<file path="src/rtl/i2c_fifo_pair.sv">
module i2c_fifo_pair #(
  parameter int DEPTH = 16,
  parameter int DW    = 8
) (
  input  logic          clk,
  input  logic          rst_n,
  input  logic          reg_wr,
  input  logic          reg_rd,
  input  logic [2:0]    reg_addr,
  input  logic [7:0]    reg_wdata,
  output logic [7:0]    reg_rdata,
  output logic          tx_valid,
  output logic [DW-1:0] tx_data,
  input  logic          tx_take,
  input  logic          tx_sent,
  input  logic          rx_push,
  input  logic [DW-1:0] rx_data,
  output logic          irq
);
  localparam int PW = $clog2(DEPTH);
  localparam int CW = PW + 1;
  localparam logic [2:0] A_CTRL = 3'd0, A_STAT = 3'd1, A_IEN = 3'd2,
                         A_DATA = 3'd3, A_RXC  = 3'd4, A_TXC = 3'd5;
  localparam logic [CW-1:0] FULL = CW'(DEPTH);

  logic [DW-1:0] txm [DEPTH];
  logic [DW-1:0] rxm [DEPTH];
  logic [PW-1:0] tx_wp, tx_rp, rx_wp, rx_rp;
  logic [CW-1:0] tx_cnt, rx_cnt, tx_mark;
  logic [3:0]    rx_trig;
  logic [1:0]    tx_code;
  logic [2:0]    flags, ien, cond;
  logic          drained;

  wire ctrl_wr = reg_wr && reg_addr == A_CTRL;
  wire stat_wr = reg_wr && reg_addr == A_STAT;
  wire tx_rst  = ctrl_wr && reg_wdata[0];
  wire rx_rst  = ctrl_wr && reg_wdata[1];
  wire tx_in   = reg_wr && reg_addr == A_DATA && tx_cnt != FULL && !tx_rst;
  wire tx_out  = tx_take && tx_cnt != '0 && !tx_rst;
  wire rx_in   = rx_push && rx_cnt != FULL && !rx_rst;
  wire rx_out  = reg_rd && reg_addr == A_DATA && rx_cnt != '0 && !rx_rst;

  always_comb begin
    case (tx_code)
      2'd0:    tx_mark = CW'(8);
      2'd1:    tx_mark = CW'(4);
      2'd2:    tx_mark = CW'(2);
      default: tx_mark = '0;
    endcase
  end

  assign cond[0] = tx_cnt <= tx_mark;
  assign cond[1] = rx_cnt >= CW'(rx_trig) + CW'(1);
  assign cond[2] = drained;

  always_ff @(posedge clk) begin
    if (tx_in) txm[tx_wp] <= reg_wdata[DW-1:0];
    if (rx_in) rxm[rx_wp] <= rx_data;
  end

  always_ff @(posedge clk) begin
    if (!rst_n) begin
      tx_wp <= '0; tx_rp <= '0; tx_cnt <= '0;
      rx_wp <= '0; rx_rp <= '0; rx_cnt <= '0;
      rx_trig <= '0; tx_code <= '0; ien <= '0; flags <= '0; drained <= 1'b0;
    end else begin
      if (tx_rst) begin
        tx_wp <= '0; tx_rp <= '0; tx_cnt <= '0;
      end else begin
        if (tx_in)  tx_wp <= tx_wp + 1'b1;
        if (tx_out) tx_rp <= tx_rp + 1'b1;
        tx_cnt <= tx_cnt + CW'(tx_in) - CW'(tx_out);
      end
      if (rx_rst) begin
        rx_wp <= '0; rx_rp <= '0; rx_cnt <= '0;
      end else begin
        if (rx_in)  rx_wp <= rx_wp + 1'b1;
        if (rx_out) rx_rp <= rx_rp + 1'b1;
        rx_cnt <= rx_cnt + CW'(rx_in) - CW'(rx_out);
      end
      if (ctrl_wr) begin
        rx_trig <= reg_wdata[7:4];
        tx_code <= reg_wdata[3:2];
      end
      if (reg_wr && reg_addr == A_IEN) ien <= reg_wdata[2:0];
      if (tx_in || tx_rst)                drained <= 1'b0;
      else if (tx_sent && tx_cnt == '0)   drained <= 1'b1;
      flags <= stat_wr ? ((flags | cond) & reg_wdata[2:0]) : (flags | cond);
    end
  end

  assign tx_valid = tx_cnt != '0;
  assign tx_data  = txm[tx_rp];
  assign irq      = |(flags & ien);

  always_comb begin
    case (reg_addr)
      A_CTRL:  reg_rdata = {rx_trig, tx_code, 2'b00};
      A_STAT:  reg_rdata = {5'b0, flags};
      A_IEN:   reg_rdata = {5'b0, ien};
      A_DATA:  reg_rdata = (rx_cnt != '0) ? 8'(rxm[rx_rp]) : 8'h00;
      A_RXC:   reg_rdata = 8'(rx_cnt);
      A_TXC:   reg_rdata = 8'(tx_cnt);
      default: reg_rdata = 8'h00;
    endcase
  end

  p_tx_bound_r3: assert property (@(posedge clk) disable iff (!rst_n)
    tx_cnt == FULL && reg_wr && reg_addr == A_DATA && !tx_take |=> tx_cnt == FULL);
  p_rx_bound_r5: assert property (@(posedge clk) disable iff (!rst_n)
    rx_cnt == FULL && rx_push && !reg_rd && !ctrl_wr |=> rx_cnt == FULL);
  p_empty_read_r4: assert property (@(posedge clk) disable iff (!rst_n)
    reg_rd && reg_addr == A_DATA && rx_cnt == '0 |-> reg_rdata == 8'h00);
  p_rx_reset_r6: assert property (@(posedge clk) disable iff (!rst_n)
    rx_rst |=> rx_cnt == '0);
  p_clear_r10: assert property (@(posedge clk) disable iff (!rst_n)
    stat_wr && !reg_wdata[1] |=> !flags[1]);
  p_end_r9: assert property (@(posedge clk) disable iff (!rst_n)
    tx_sent && !tx_valid && !reg_wr |=> ##1 flags[2]);
endmodule

</file>
<file path="config.mk">
export PLATFORM = sky130hd
export DESIGN_NAME = i2c_fifo_pair
export DESIGN_NICKNAME = d
export VERILOG_FILES = /design/src/rtl/i2c_fifo_pair.sv
export SDC_FILE = /design/constraint.sdc
export NUM_CORES = 1
export LEC_CHECK = 0
export BUFFER_PORTS_ARGS = -buffer_cell sky130_fd_sc_hd__buf_2
export CAP_MARGIN = 40
export CORE_MARGIN = 1
export CORE_UTILIZATION = 27
export CTS_BUF_LIST = sky130_fd_sc_hd__clkbuf_4 sky130_fd_sc_hd__clkbuf_8
export CTS_CLUSTER_DIAMETER = 120
export CTS_CLUSTER_SIZE = 14
export DETAILED_ROUTE_END_ITERATION = 16
export PLACE_DENSITY = 0.38
export SLEW_MARGIN = 25
export SYNTH_ARGS = -nofsm -noshare
export SYNTH_HDL_FRONTEND = slang
export SYNTH_SLANG_ARGS = --single-unit
</file>
<file path="constraint.sdc">
create_clock -name clk -period 4 [get_ports clk]
set_input_delay 0.6 -clock clk [delete_from_list [all_inputs] [get_ports clk]]
set_output_delay 0.6 -clock clk [all_outputs]
set_load 0.02 [all_outputs]
</file>
-- Word-level counts from Yosys, hierarchy flattened
Memories as Yosys holds them, arrays and structs flattened. A register that Yosys moved wholly into a read port is not among the register bits.
Index checks and enable logic that the tools add are counted.
- flip-flop bits (word level): 39
- memory bits (writable): 256
- input port bits: 26
- output and inout port bits: 18
- word-level logic and storage cells: 77
- memories: 2
- memories (memory ; depth ; width ; rd ports ; clocked after memory_dff ; write ports ; RTL line ; RTL):
    rxm ; 16 ; 8 ; 1 ; 1 ; 1 ; 27 ; logic [DW-1:0] rxm [DEPTH];
    txm ; 16 ; 8 ; 1 ; 1 ; 1 ; 26 ; logic [DW-1:0] txm [DEPTH];
- add/subtract/negate cells: 9
- $lt $le $gt $ge: 2
- equality and inequality tests: 9
- mux-type cells: 12
- bitwise operators: 4
- reductions and logical operators: 28
- operator list (cell ; count):
    $pmux W8 S6 ; 1
    $add A4 B1 Y4 const B ; 4
    $logic_and A1 B1 Y1 ; 16
    $mux W4 ; 4
    $pmux W4 S3 ; 1
    $add A5 B1 Y5 ; 2
    $ne A5 B5 Y1 const B ; 2
    $reduce_bool A5 Y1 ; 2
    $sub A5 B1 Y5 ; 2
    $mux W8 ; 1
    $and A3 B3 Y3 ; 2
    $eq A3 B2 Y1 const B ; 2
    $eq A3 B3 Y1 const B ; 2
    $reduce_or A2 Y1 ; 3
    $add A4 B1 Y5 const B ; 1
    $ge A5 B5 Y1 ; 1
    $le A5 B5 Y1 ; 1
    $logic_not A5 Y1 ; 1
    $mux W1 ; 4
    $eq A3 B1 Y1 const B ; 1
    $logic_not A3 Y1 ; 1
    $mux W3 ; 1
    $or A3 B3 Y3 ; 1
    $reduce_or A3 Y1 ; 1
    6 further kinds ; 7

-- Depth between registers and ports, before layout
- depth after elaboration: 7
- mapped depth: 15
- gate-level depth less buffers: 15

-- Worst setup path after synthesis
OpenSTA, ideal clock, no wires.
- path kind: input-to-reg
- start: input reg_addr[2]
- end: register tx_cnt[4]
- setup time: 0.070 ns
- arrival: 2.850 ns
- required time: 3.930 ns
- setup slack: 1.080 ns
- stages: 14
- path buffers: 2
- cells stage by stage: buf_4 nor4b_2 buf_2 a211oi_2 ha_1 inv_1 ha_1 inv_1 fa_1 inv_1 a21oi_1 nor2_1 or3_1 a21oi_1
- cells in the longest elaborated chain, start to end: 7
- ends and longest elaborated chain (what ; RTL line ; RTL):
    start: declaration ; 9 ; input logic [2:0] reg_addr,
    $logic_not A3 Y1 ; 35 ; wire ctrl_wr = reg_wr && reg_addr == A_CTRL;
    $logic_and A1 B1 Y1 ; 35 ;
    $logic_and A1 B1 Y1 ; 37 ; wire tx_rst = ctrl_wr && reg_wdata[0];
    $logic_not A1 Y1 ; 39, 40 ;
    $logic_and A1 B1 Y1 ; 39 ; wire tx_in = reg_wr && reg_addr == A_DATA && tx_cnt != FULL && !tx_rst;
    $add A5 B1 Y5 ; 73 ; tx_cnt <= tx_cnt + CW'(tx_in) - CW'(tx_out);
    $sub A5 B1 Y5 ; 73 ;
    end signal: assignment ; 73 ;
    end: declaration ; 29 ; logic [CW-1:0] tx_cnt, rx_cnt, tx_mark;
Parallel ways exist; a longest one is shown, timed or not.
A chain may end at the register's enable or synchronous reset.

-- Final worst setup path
- start: register rx_cnt[2]
- end: output reg_rdata[0]
- cells in the longest elaborated chain, start to end: 3
- ends and longest elaborated chain (what ; RTL line ; RTL):
    start: declaration ; 29 ;
    start signal: assignment ; 80 ; rx_cnt <= rx_cnt + CW'(rx_in) - CW'(rx_out);
    $reduce_bool A5 Y1 ; 102 ; A_DATA: reg_rdata = (rx_cnt != '0) ? 8'(rxm[rx_rp]) : 8'h00;
    $mux W8 ; 102 ;
    $pmux W8 S6 ; 98 ; case (reg_addr)
    end: declaration ; 11 ; output logic [7:0] reg_rdata,
No other way between the ends.

==> impl_results.md <==
* Status: completed
* Seq/Total Area, Yosys at approximately 70%
* Yosys top cell by area: edfxtp_1
* DR WL/cell at about 21 µm
* Commonest non-fill, non-tap cells in the layout: edfxtp_1, nor2_1, dfxtp_1
* Synth cell types at 54
* Most common cell after layout, fill and taps aside: edfxtp_1
* R2R setup slack at 900 ps
* Max_cap viols at 0
* # fillers at approximately 4.5k
* Vias in the first global route at 6777
* Clk root buf: clkbuf_8
* Drt drc at 0
* Met2 usage in global routing at about a fifth
* Reg area at 0.00863 mm²
* Row count at 78
* Period Utilization, post-route at ~90%
* Core box area at 0.0457 mm²
* Area Overhead vs Synth at 12.7%
* Most common cell on crit path: nor3b_2
* Origin of the critical flop-to-flop path: tx_cnt[2]
* Initial antenna violation count at 1
* PwrDens at ~480 mW/mm²
* Setup violators final at 0
* Critical Path Stages at 8
* CTS tree: done
* Grt ovf at 0
* IO Port Bufs at 43
* Clock Sinks at 303
* GRT busiest layer: met2
* Vias/cell at 4.54
* Vias at 6397
* CP delay by family, top: compound AO/OA/AOI/OAI gates
* LEAKAGE at roughly 0.0046 µW
* Synth async-reset ratio at 0%
* Crit-path cells: inv_1 > ha_1 > nor3b_2 > a211oi_4 > nor3b_2 > a221oi_1 > o21ai_0 > buf_2
* Total CTS buffers at 25
* First-pass DRT Iterations at 4
* Bufs on Longest Clock Path at 3
* Maximum VDD drop at 194 µV
* Syn Nets at 768
* # IOs at 44
* Synthesized instance count at 710
* Max incr delay on CP at 530 ps
* Met3 usage at 1.95%
* CTS hold repair buffers at 0
* Full die area at approximately 0.048 mm²
* RSZ-0062 raised after global routing: no
* Die Ht at approximately 220 µm
* Post_cts resized at 0
* Global-route wire length before repair at 44700 µm
* Register-to-Register Path Depth at 16
* Routed wire length at 30100 µm
* Type of destination of the critical path: output pin
* 1st-iter DRT viols at 452
* Fin Clk Skew at 17.2 ps
* Critical Path RT at roughly 3400 ps
* Starting Density at 27.6%
* Relative slew slack at 48.1%
* Post-CTS Setup Inserts at 0
* Synth top area cells: edfxtp_1, dfxtp_1, mux4_2
* Post-synth EDFFs at between 200 and 300
* Pin count of the biggest net entering global routing at 33
* Warnings, synthesis at 0
* Pwr Total at 6750 µW
* F_max at 277 MHz
* Global-route usage over all layers at 12.8%
* Area share of the largest cell type after synthesis at 61.0%
* Post-synthesis cell area at 0.0126 mm²
* ANT nets after route at 0
* Slew @ Worst Pin at approximately 780 ps
* Area of the multi-input gates at 0.00368 mm²
* Top_reg_cell synth: edfxtp_1
* Dpl hpwl at 20900 µm
* CP max FO at 7
* Worst Path Buf+Inv at 2
* Final Hold Violating Endpoints at 0
* CP max stage cell: nor3b_2
* Share of layout cells above drive strength 1 at roughly 23%
* Fin nets at ~850
* Final Max Tran Viols at 0
* Clk slew on worst S/H paths at 90 ps
* Routability cong. at 0.767
* Flops & latches, synth at 303
* Critical Path Source: rx_cnt[2]
* Crit path to: reg_rdata[0]
* Worst R2R End: tx_cnt[4]
* Min cycle time layout at approximately 3600 ps
* Die span in x at 218 µm
* HP Class: input port to flop
* Crit path kind: flop to output pin
* Number of H-tree levels at 1
* Clk Latency, worst-skew pair at 600 ps
* Startpoint class of the critical path: flop
* Synth Area per Inst at 17.7 µm²
* TNS Setup at 0 ps
* Data arrival time of the worst path at 3010 ps
* Met1 global-route usage at between 15 and 20%
-- synthesized netlist by cell type (all sizes together), types with 7 or more instances --
master / number
edfxtp: 256
mux4: 71
nor2: 56
dfxtp: 47
ha: 30
inv: 26
buf: 25
nand2: 25
mux2i: 19
nor2b: 18
a21oi: 17
o21ai: 13
xor2: 13
nor3: 12
nand2b: 8
clkbuf: 7
nand3: 7
-- report_power, final --
group	switching [µW]	total (µW)	internal [µW]
Sequential	150	3680	3530
Clock	1030	1800	770
Combinational	661	1260	601
-- through the flow --
stage / setup slack [ps] / cells / util [%] / area (µm²) / hold slack [ps]
3_3_place_gp: 820 / 1354 / 29.9 / 13600 / 501
4_1_cts: 260 / 1405 / 31.0 / 14200 / 259
2_1_floorplan: 1080 / 710 / - / 12600 / 476
6_report: 389 / 1408 / 31.1 / 14200 / 320
3_5_place_dp: 718 / 1359 / 29.9 / 13700 / 505
5_1_grt: 146 / 1407 / 31.1 / 14200 / 295
-- state kept, by name, summed over array words and instances, names as in the netlist, named ones only --
name     flops
drained      1
flags        3
ien          3
rx_cnt       5
rx_rp        4
rx_trig      4
rx_wp        4
rxm        128
tx_cnt       5
tx_code      2
tx_rp        4
tx_wp        4
txm        128
-- worst min-delay path, stage by stage --
cell     delay [ps]
buf_2           110
a21oi_1         110
nor3_1           50
-- worst min-delay path by stage --
stage | end | slack (ps) | startpoint | cells after the start
3_5_place_dp | rx_rp[1] | 500 | rx_rp[1] | 2
2_1_floorplan | flop | 480 | rx_rp[1] | 2
6_report | drained | 320 | tx_sent | 3
5_1_grt | drained | 290 | tx_sent | 3
4_1_cts | drained | 260 | tx_sent | 3
3_3_place_gp | rx_rp[1] | 500 | rx_rp[1] | 2
-- logic make-up after synthesis --
family / Yosys count / share of synthesized area [%]
buffers and inverters: 58 / 2.28
DFF: 303 / 68.5
adders and majority gates: 32 / 3.30
xor gates and xnor gates: 19 / 1.32
muxes: 93 / 15.4
and+or+nand+nor: 146 / 5.96
AOI/OAI and AO/OA: 59 / 3.25
-- layer usage --
metal	up-vias	wire (µm)	part of all wire, %
li1	2961	-	-
met4	2	716	2.4
met1	3282	14200	47
met3	42	1150	3.8
met5	-	13	0.043
met2	110	14100	47
-- layout make-up --
| type | count | area share, % |
|---|---|---|
| multi-input combinational | 349 | 26.0 |
| clock inverter | 2 | 0.132 |
| sequential | 303 | 60.8 |
| inverter | 26 | 0.687 |
| antenna | 1 | 0.0176 |
| timing repair buffer | 83 | 3.70 |
| clock buffer | 44 | 3.43 |
| tap | 600 | 5.29 |
No activity file was read; power rests on OpenSTA's default activity.
